File: config.mk
export PLATFORM = sky130hd
export DESIGN_NAME = mwm_mapper
export DESIGN_NICKNAME = d
export VERILOG_FILES = /design/src/rtl/mwm_pkg.sv /design/src/rtl/mwm_cfg_regs.sv /design/src/rtl/mwm_window.sv /design/src/rtl/mwm_route.sv /design/src/rtl/mwm_rdata_sel.sv /design/src/rtl/mwm_mapper.sv
export SDC_FILE = /design/constraint.sdc
export NUM_CORES = 1
export LEC_CHECK = 0
export ABC_AREA = 1
export CORE_UTILIZATION = 30
export CTS_CLUSTER_DIAMETER = 80
export DETAILED_ROUTE_END_ITERATION = 8
export GPL_ROUTABILITY_DRIVEN = 1
export SLEW_MARGIN = 20
export SYNTH_ARGS = -nofsm -noshare
export SYNTH_HDL_FRONTEND = slang
export SYNTH_SLANG_ARGS = --single-unit
File: constraint.sdc
create_clock -name clk -period 5.6 [get_ports clk]
set_input_delay 0.84 -clock clk [delete_from_list [all_inputs] [get_ports clk]]
set_output_delay 0.84 -clock clk [all_outputs]
set_load 0.02 [all_outputs]
File: src/rtl/mwm_pkg.sv
package mwm_pkg;

  localparam int NWIN   = 3;
  localparam int CPU_AW = 16;
  localparam int LOC_W  = 13;

  localparam int WIN_IO0 = 0;
  localparam int WIN_IO1 = 1;
  localparam int WIN_BLK = 2;

  typedef enum logic [1:0] {
    MD_OFF    = 2'd0,
    MD_ROM    = 2'd1,
    MD_RAM_RO = 2'd2,
    MD_RAM_RW = 2'd3
  } win_mode_e;

  typedef enum logic [1:0] {
    TG_NONE = 2'd0,
    TG_ROM  = 2'd1,
    TG_RAM  = 2'd2
  } tgt_e;

  typedef enum logic [1:0] {
    CS_MODES = 2'd0,
    CS_IOB   = 2'd1,
    CS_BLKB  = 2'd2,
    CS_NONE  = 2'd3
  } cfg_sel_e;

  // Number of upper address bits compared for a window
  function automatic int win_match_w(int i);
    return (i == WIN_BLK) ? 3 : 6;
  endfunction

  // Value those upper bits must hold
  function automatic int win_match_val(int i);
    if (i == WIN_IO0) return 'h26;
    if (i == WIN_IO1) return 'h27;
    return 'h5;
  endfunction

  // Mask applied to the low 13 address bits
  function automatic int win_off_mask(int i);
    return (i == WIN_BLK) ? 'h1FFF : 'h03FF;
  endfunction

  // Constant ORed into the local address
  function automatic int win_local_or(int i);
    if (i == WIN_IO0) return 'h1800;
    if (i == WIN_IO1) return 'h1C00;
    return 0;
  endfunction

endpackage

File: src/rtl/mwm_cfg_regs.sv
module mwm_cfg_regs
  import mwm_pkg::*;
#(
  parameter int MA_W = 14
) (
  input  logic                       clk,
  input  logic                       rst_n,
  input  logic                       cfg_we,
  input  logic [1:0]                 cfg_sel,
  input  logic [MA_W-1:0]            cfg_wdata,
  output logic [NWIN-1:0][1:0]       mode_o,
  output logic [MA_W-1:0]            io_base_o,
  output logic [MA_W-1:0]            blk_base_o
);

  logic [NWIN-1:0][1:0] mode_d, mode_q;
  logic [MA_W-1:0]      iob_d, iob_q;
  logic [MA_W-1:0]      blkb_d, blkb_q;

  always_comb begin
    mode_d = mode_q;
    iob_d  = iob_q;
    blkb_d = blkb_q;
    unique case (cfg_sel_e'(cfg_sel))
      CS_MODES: begin
        for (int i = 0; i < NWIN; i++) begin
          mode_d[i] = cfg_wdata[2*i +: 2];
        end
      end
      CS_IOB:  iob_d  = cfg_wdata;
      CS_BLKB: blkb_d = cfg_wdata;
      default: ;
    endcase
  end

  always_ff @(posedge clk or negedge rst_n) begin
    if (!rst_n) begin
      mode_q <= '0;
      iob_q  <= '0;
      blkb_q <= '0;
    end else if (cfg_we) begin
      mode_q <= mode_d;
      iob_q  <= iob_d;
      blkb_q <= blkb_d;
    end
  end

  assign mode_o     = mode_q;
  assign io_base_o  = iob_q;
  assign blk_base_o = blkb_q;

endmodule

File: src/rtl/mwm_window.sv
module mwm_window
  import mwm_pkg::*;
#(
  parameter int MA_W      = 14,
  parameter int ROM_AW    = 14,
  parameter int RAM_AW    = 11,
  parameter int MATCH_W   = 6,
  parameter int MATCH_VAL = 'h26,
  parameter int OFF_MASK  = 'h3FF,
  parameter int LOCAL_OR  = 'h1800
) (
  input  logic [CPU_AW-1:0] cpu_addr,
  input  logic [1:0]        mode,
  input  logic [MA_W-1:0]   base,
  output logic              hit,
  output logic [1:0]        tgt,
  output logic [MA_W-1:0]   xaddr
);

  localparam int SUM_W = (MA_W > LOC_W) ? MA_W : LOC_W;

  logic [LOC_W-1:0] loc;
  logic [SUM_W-1:0] sum;

  always_comb begin
    hit = (cpu_addr[CPU_AW-1 -: MATCH_W] == MATCH_W'(MATCH_VAL));
    loc = LOC_W'(LOCAL_OR) | (cpu_addr[LOC_W-1:0] & LOC_W'(OFF_MASK));
    sum = SUM_W'(loc) + SUM_W'(base);
    unique case (win_mode_e'(mode))
      MD_ROM: begin
        tgt   = TG_ROM;
        xaddr = MA_W'(sum[ROM_AW-1:0]);
      end
      MD_RAM_RO, MD_RAM_RW: begin
        tgt   = TG_RAM;
        xaddr = MA_W'(sum[RAM_AW-1:0]);
      end
      default: begin
        tgt   = TG_NONE;
        xaddr = '0;
      end
    endcase
  end

endmodule

File: src/rtl/mwm_route.sv
module mwm_route
  import mwm_pkg::*;
#(
  parameter int MA_W = 14
) (
  input  logic                       cpu_rd,
  input  logic                       cpu_wr,
  input  logic [NWIN-1:0]            win_hit,
  input  logic [NWIN-1:0][1:0]       win_tgt,
  input  logic [NWIN-1:0][1:0]       win_mode,
  input  logic [NWIN-1:0][MA_W-1:0]  win_addr,
  output logic                       rom_cs,
  output logic                       ram_cs,
  output logic                       ram_we,
  output logic                       acc_valid,
  output logic [MA_W-1:0]            mem_addr,
  output logic [1:0]                 rd_tgt
);

  tgt_e            sel_tgt;
  win_mode_e       sel_mode;
  logic [MA_W-1:0] sel_addr;
  logic            any_acc;
  logic            wr_ok;

  always_comb begin
    sel_tgt  = TG_NONE;
    sel_mode = MD_OFF;
    sel_addr = '0;
    for (int i = 0; i < NWIN; i++) begin
      if (win_hit[i]) begin
        sel_tgt  = tgt_e'(win_tgt[i]);
        sel_mode = win_mode_e'(win_mode[i]);
        sel_addr = win_addr[i];
      end
    end
    any_acc   = cpu_rd | cpu_wr;
    acc_valid = any_acc && (sel_tgt != TG_NONE);
    wr_ok     = cpu_wr && (sel_tgt == TG_RAM) && (sel_mode == MD_RAM_RW);
    rom_cs    = cpu_rd && (sel_tgt == TG_ROM);
    ram_cs    = (sel_tgt == TG_RAM) && (cpu_rd || wr_ok);
    ram_we    = wr_ok;
    mem_addr  = acc_valid ? sel_addr : '0;
    rd_tgt    = (cpu_rd && acc_valid) ? sel_tgt : TG_NONE;
  end

endmodule

File: src/rtl/mwm_rdata_sel.sv
module mwm_rdata_sel
  import mwm_pkg::*;
#(
  parameter int DW = 8
) (
  input  logic          clk,
  input  logic          rst_n,
  input  logic          rd_en,
  input  logic [1:0]    rd_tgt,
  input  logic [DW-1:0] bus_last_data,
  input  logic [DW-1:0] rom_rdata,
  input  logic [DW-1:0] ram_rdata,
  output logic [DW-1:0] cpu_rdata,
  output logic          rdata_valid
);

  logic [1:0] tgt_d, tgt_q;

  always_comb begin
    tgt_d = tgt_q;
    if (rd_en) tgt_d = rd_tgt;
  end

  always_ff @(posedge clk or negedge rst_n) begin
    if (!rst_n) tgt_q <= TG_NONE;
    else        tgt_q <= tgt_d;
  end

  always_comb begin
    unique case (tgt_e'(tgt_q))
      TG_ROM:  cpu_rdata = rom_rdata;
      TG_RAM:  cpu_rdata = ram_rdata;
      default: cpu_rdata = bus_last_data;
    endcase
    rdata_valid = (tgt_q != TG_NONE);
  end

endmodule

File: src/rtl/mwm_mapper.sv
module mwm_mapper
  import mwm_pkg::*;
#(
  parameter int ROM_AW = 14,
  parameter int RAM_AW = 11,
  parameter int DW     = 8,
  parameter int MA_W   = (ROM_AW > RAM_AW) ? ROM_AW : RAM_AW
) (
  input  logic              clk,
  input  logic              rst_n,
  input  logic              cfg_we,
  input  logic [1:0]        cfg_sel,
  input  logic [MA_W-1:0]   cfg_wdata,
  input  logic [CPU_AW-1:0] cpu_addr,
  input  logic              cpu_rd,
  input  logic              cpu_wr,
  input  logic [DW-1:0]     bus_last_data,
  input  logic [DW-1:0]     rom_rdata,
  input  logic [DW-1:0]     ram_rdata,
  output logic              rom_cs,
  output logic              ram_cs,
  output logic              ram_we,
  output logic [MA_W-1:0]   mem_addr,
  output logic              acc_valid,
  output logic [DW-1:0]     cpu_rdata,
  output logic              rdata_valid
);

  logic [NWIN-1:0][1:0]      mode_w;
  logic [MA_W-1:0]           io_base_w;
  logic [MA_W-1:0]           blk_base_w;
  logic [NWIN-1:0]           win_hit;
  logic [NWIN-1:0][1:0]      win_tgt;
  logic [NWIN-1:0][MA_W-1:0] win_addr;
  logic [1:0]                rd_tgt_w;

  mwm_cfg_regs #(.MA_W(MA_W)) cfg_i (
    .clk        (clk),
    .rst_n      (rst_n),
    .cfg_we     (cfg_we),
    .cfg_sel    (cfg_sel),
    .cfg_wdata  (cfg_wdata),
    .mode_o     (mode_w),
    .io_base_o  (io_base_w),
    .blk_base_o (blk_base_w)
  );

  for (genvar gi = 0; gi < NWIN; gi++) begin : g_win
    logic [MA_W-1:0] base_w;
    if (gi == WIN_BLK) begin : g_blk
      assign base_w = blk_base_w;
    end else begin : g_io
      assign base_w = io_base_w;
    end

    mwm_window #(
      .MA_W      (MA_W),
      .ROM_AW    (ROM_AW),
      .RAM_AW    (RAM_AW),
      .MATCH_W   (win_match_w(gi)),
      .MATCH_VAL (win_match_val(gi)),
      .OFF_MASK  (win_off_mask(gi)),
      .LOCAL_OR  (win_local_or(gi))
    ) win_i (
      .cpu_addr (cpu_addr),
      .mode     (mode_w[gi]),
      .base     (base_w),
      .hit      (win_hit[gi]),
      .tgt      (win_tgt[gi]),
      .xaddr    (win_addr[gi])
    );
  end

  mwm_route #(.MA_W(MA_W)) route_i (
    .cpu_rd    (cpu_rd),
    .cpu_wr    (cpu_wr),
    .win_hit   (win_hit),
    .win_tgt   (win_tgt),
    .win_mode  (mode_w),
    .win_addr  (win_addr),
    .rom_cs    (rom_cs),
    .ram_cs    (ram_cs),
    .ram_we    (ram_we),
    .acc_valid (acc_valid),
    .mem_addr  (mem_addr),
    .rd_tgt    (rd_tgt_w)
  );

  mwm_rdata_sel #(.DW(DW)) rdsel_i (
    .clk           (clk),
    .rst_n         (rst_n),
    .rd_en         (cpu_rd),
    .rd_tgt        (rd_tgt_w),
    .bus_last_data (bus_last_data),
    .rom_rdata     (rom_rdata),
    .ram_rdata     (ram_rdata),
    .cpu_rdata     (cpu_rdata),
    .rdata_valid   (rdata_valid)
  );

endmodule

==> flow_summary.yaml <==
outcome:
  status: "finished with violations"
  violations: "design-rule violations"
run:
  maxCapViolations: 0
timing:
  tightest_slew_ps: 946
  timing.final.crit_share_pct: 78.2
  final_hold_viol_count: 0
  skew_ps: 1.33
  finalMaxSlewViolations: 0
  rsz0062_at_grt: "false"
  slew_headroom_pct: 36.7
  min_period_ps: 4380
  layout_setup_ws_ps: 1220
  tns_ps: 0
  finalSetupViolations: 0
  fmax_mhz: 228
logic_synthesis:
  synth-seq-area-share_pct: 24.9
  synth_compound_area_share_pct: 12.4
  synth-simple-area-share_pct: 39.3
  synth-edff-count: 0
  synth_nets: 691
  synth_largest_area_cell: "dfrtp_1"
  synth-seq-cells: 36
  async_flop_share_pct: 100
  synthTopCellsByCount: "nand2_1, inv_1, nor2_1, nand3_1, o21ai_0"
  ys_dominant_reg_cell: "dfrtp_1"
  synthMuxAreaShare_pct: 0
  yosysMostFrequentCell: "nand2_1"
  ys_warn_count: 0
  avgSynthCellArea_sq_um: 6.00
  ys_types: 33
  yosys.area_share.adder_pct: 10.1
  syn_inst: 602
  synth_xor_area_share_pct: 1.21
  synth_area_leaders: "dfrtp_1, nand2_1, inv_1, ha_1, nand3_1"
  netlist_area_sq_um: 3610
  synth_top_area_share_pct: 24.9
  synth_top_family_by_area: "simple AND/OR/NAND/NOR gates"
critical_path:
  startpoint_type: "input pin"
  arrival_ps: 3540
  crit_fanout: 4
  r2r_cells: 6
  cp.required_ps: 4760
  path_class: "input pin to output port"
  cp-end-kind: "output port"
routing:
  drt_pass1_iterations: 8
  via_per_inst: 4.79
  routed_wl_um: 10800
  vias: 3982
  drc: 3
  drtIter0Drc: 235
  wl_per_cell_um: 13.0
  ant_nets: 0
power_and_ir_drop:
  power.density_nw_per_um2: 241
  p_leak_nw: 2.48
  ir_drop_mv: 0.100
clock_network:
  cts_root_buf: "clkbuf_16"
  cts_tree: "yes"
  post_cts_resized: 0
  h-tree-depth: 2
  cts.clk_slew.worst_paths_ps: 50
  worstSkewPairLatency_ps: 280
  post_cts_buffers: 0
  cts_buffers: 5
  cts_hold_buf: 0
  clock_path_buffers: 2
  clock-sinks: 36
die:
  die_y_um: 112
  core_sq_um: 11600
  die-area_sq_um: 12500
  rows: 39
  die_x_um: 112
  start_util_pct: 31.2
  io_pins: 88
placement:
  port_buffers: 87
  gp_congestion: 0.915
  dp_slack_ps: 1230
  dp_hpwl_um: 9240
finish:
  drive_gt1_share_pct: 3.77
  syn_to_final_growth_pct: 33.4
  antenna_cells: 0
  fin_nets: 777
grt:
  grt-ovfl-total: 0
  grt_usage_pct: 18.2
  grt_first_pass_wirelength_um: 18200
  grt_pass1_vias: 3939
  grt_max_degree: 37
  antenna_found_initial: 0
worst_hold_path:
  hp-class: "flip-flop to flip-flop"
  hold_path_depth: 2
-- per-layer routing --
metal  vias up  GRT usage [%]  share of wire [%]
li1       2070              -                  -
met5         -              0                  0
met2       119           32.2                 47
met4         0           6.58                2.0
met1      1779           22.5                 46
met3        14           2.29                5.3
-- worst max-delay path: stages --
cell             delay (ps)
clkdlybuf4s50_1         510
ha_1                    180
inv_1                    50
fa_1                    400
inv_1                   100
nand3_1                  70
nand3_1                 170
nand2_1                  70
nand2_1                  90
nand2_1                  80
nand3_1                  70
nand3_1                  80
nand2_1                  70
inv_1                    40
nor2_1                  100
clkdlybuf4s50_1         610
-- sequential cells by signal, indices dropped and copies added, names as in the netlist --
name,count
rdsel_i.tgt_q,2
cfg_i.mode_o,6
cfg_i.io_base_o,14
cfg_i.blk_base_o,14
-- report_power, final --
part | internal (mW) | leakage [nW] | total, mW | switching [mW]
logic | 0.193 | 1.94 | 0.488 | 0.295
registers | 0.300 | 0.452 | 0.338 | 0.0378
clock network | 0.234 | 0.0901 | 0.338 | 0.104
total | 0.727 | 2.48 | 1.16 | 0.437
-- cell usage in the layout (no fill, tap or decap), types with 5 or more instances in the layout --
master / netlist / routed
clkdlybuf4s50_1: 0 / 87
nor2_1: 59 / 59
dfrtp_1: 36 / 36
o21ai_0: 41 / 41
nand4_1: 7 / 7
ha_1: 26 / 26
o21ai_1: 5 / 5
nand2_1: 205 / 205
nand3_1: 51 / 51
clkbuf_16: 0 / 5
inv_1: 103 / 103
a31oi_1: 8 / 8
a21oi_1: 16 / 16
-- kinds of logic (layout without fill, tap and decap cells) --
kind of cell,Yosys count,count (layout)
and+or+nand+nor,338,338
buffers and inverters,115,202
AOI/OAI and AO/OA,80,80
DFF,36,36
adders and majority gates,28,28
xor gates and xnor gates,5,5
-- path summary, 6_finish.rpt --
| kind | start | end | slack, ps |
|---|---|---|---|
| worst max-delay path | cpu_addr[0] | mem_addr[8] | 1220 |
| worst min-delay path | cfg_i.blk_base_o[6] | cfg_i.blk_base_o[6] | 490 |
| worst max register to register | cfg_i.mode_o[2] | rdsel_i.tgt_q[0] | 4560 |
| worst min register to register | cfg_i.blk_base_o[6] | cfg_i.blk_base_o[6] | 490 |
| max in group asynchronous | rst_n | cfg_i.mode_o[0] | 4310 |
| min in group asynchronous | rst_n | cfg_i.io_base_o[9] | 960 |
-- through the flow --
stage,instances,util [%],area [sq um],power (mW),hold slack (ps)
3_5_place_dp,824,40.1,4640,0.827,484
5_1_grt,832,41.7,4820,1.26,517
2_1_floorplan,602,-,3610,0.657,457
6_report,832,41.7,4820,1.16,490
3_3_place_gp,824,40.1,4640,0.818,473
4_1_cts,832,41.7,4820,1.17,498
-- cell type report --
type	instances	area, sq um
clock buffers	7	153
repair buffers	88	878
fillers	1229	6750
multi-input cells	451	2280
flip-flops and latches	36	901
inverters	106	400
clock inverters	1	30.0
well taps	143	179
Note: power is estimated with default switching activity, not from simulation.
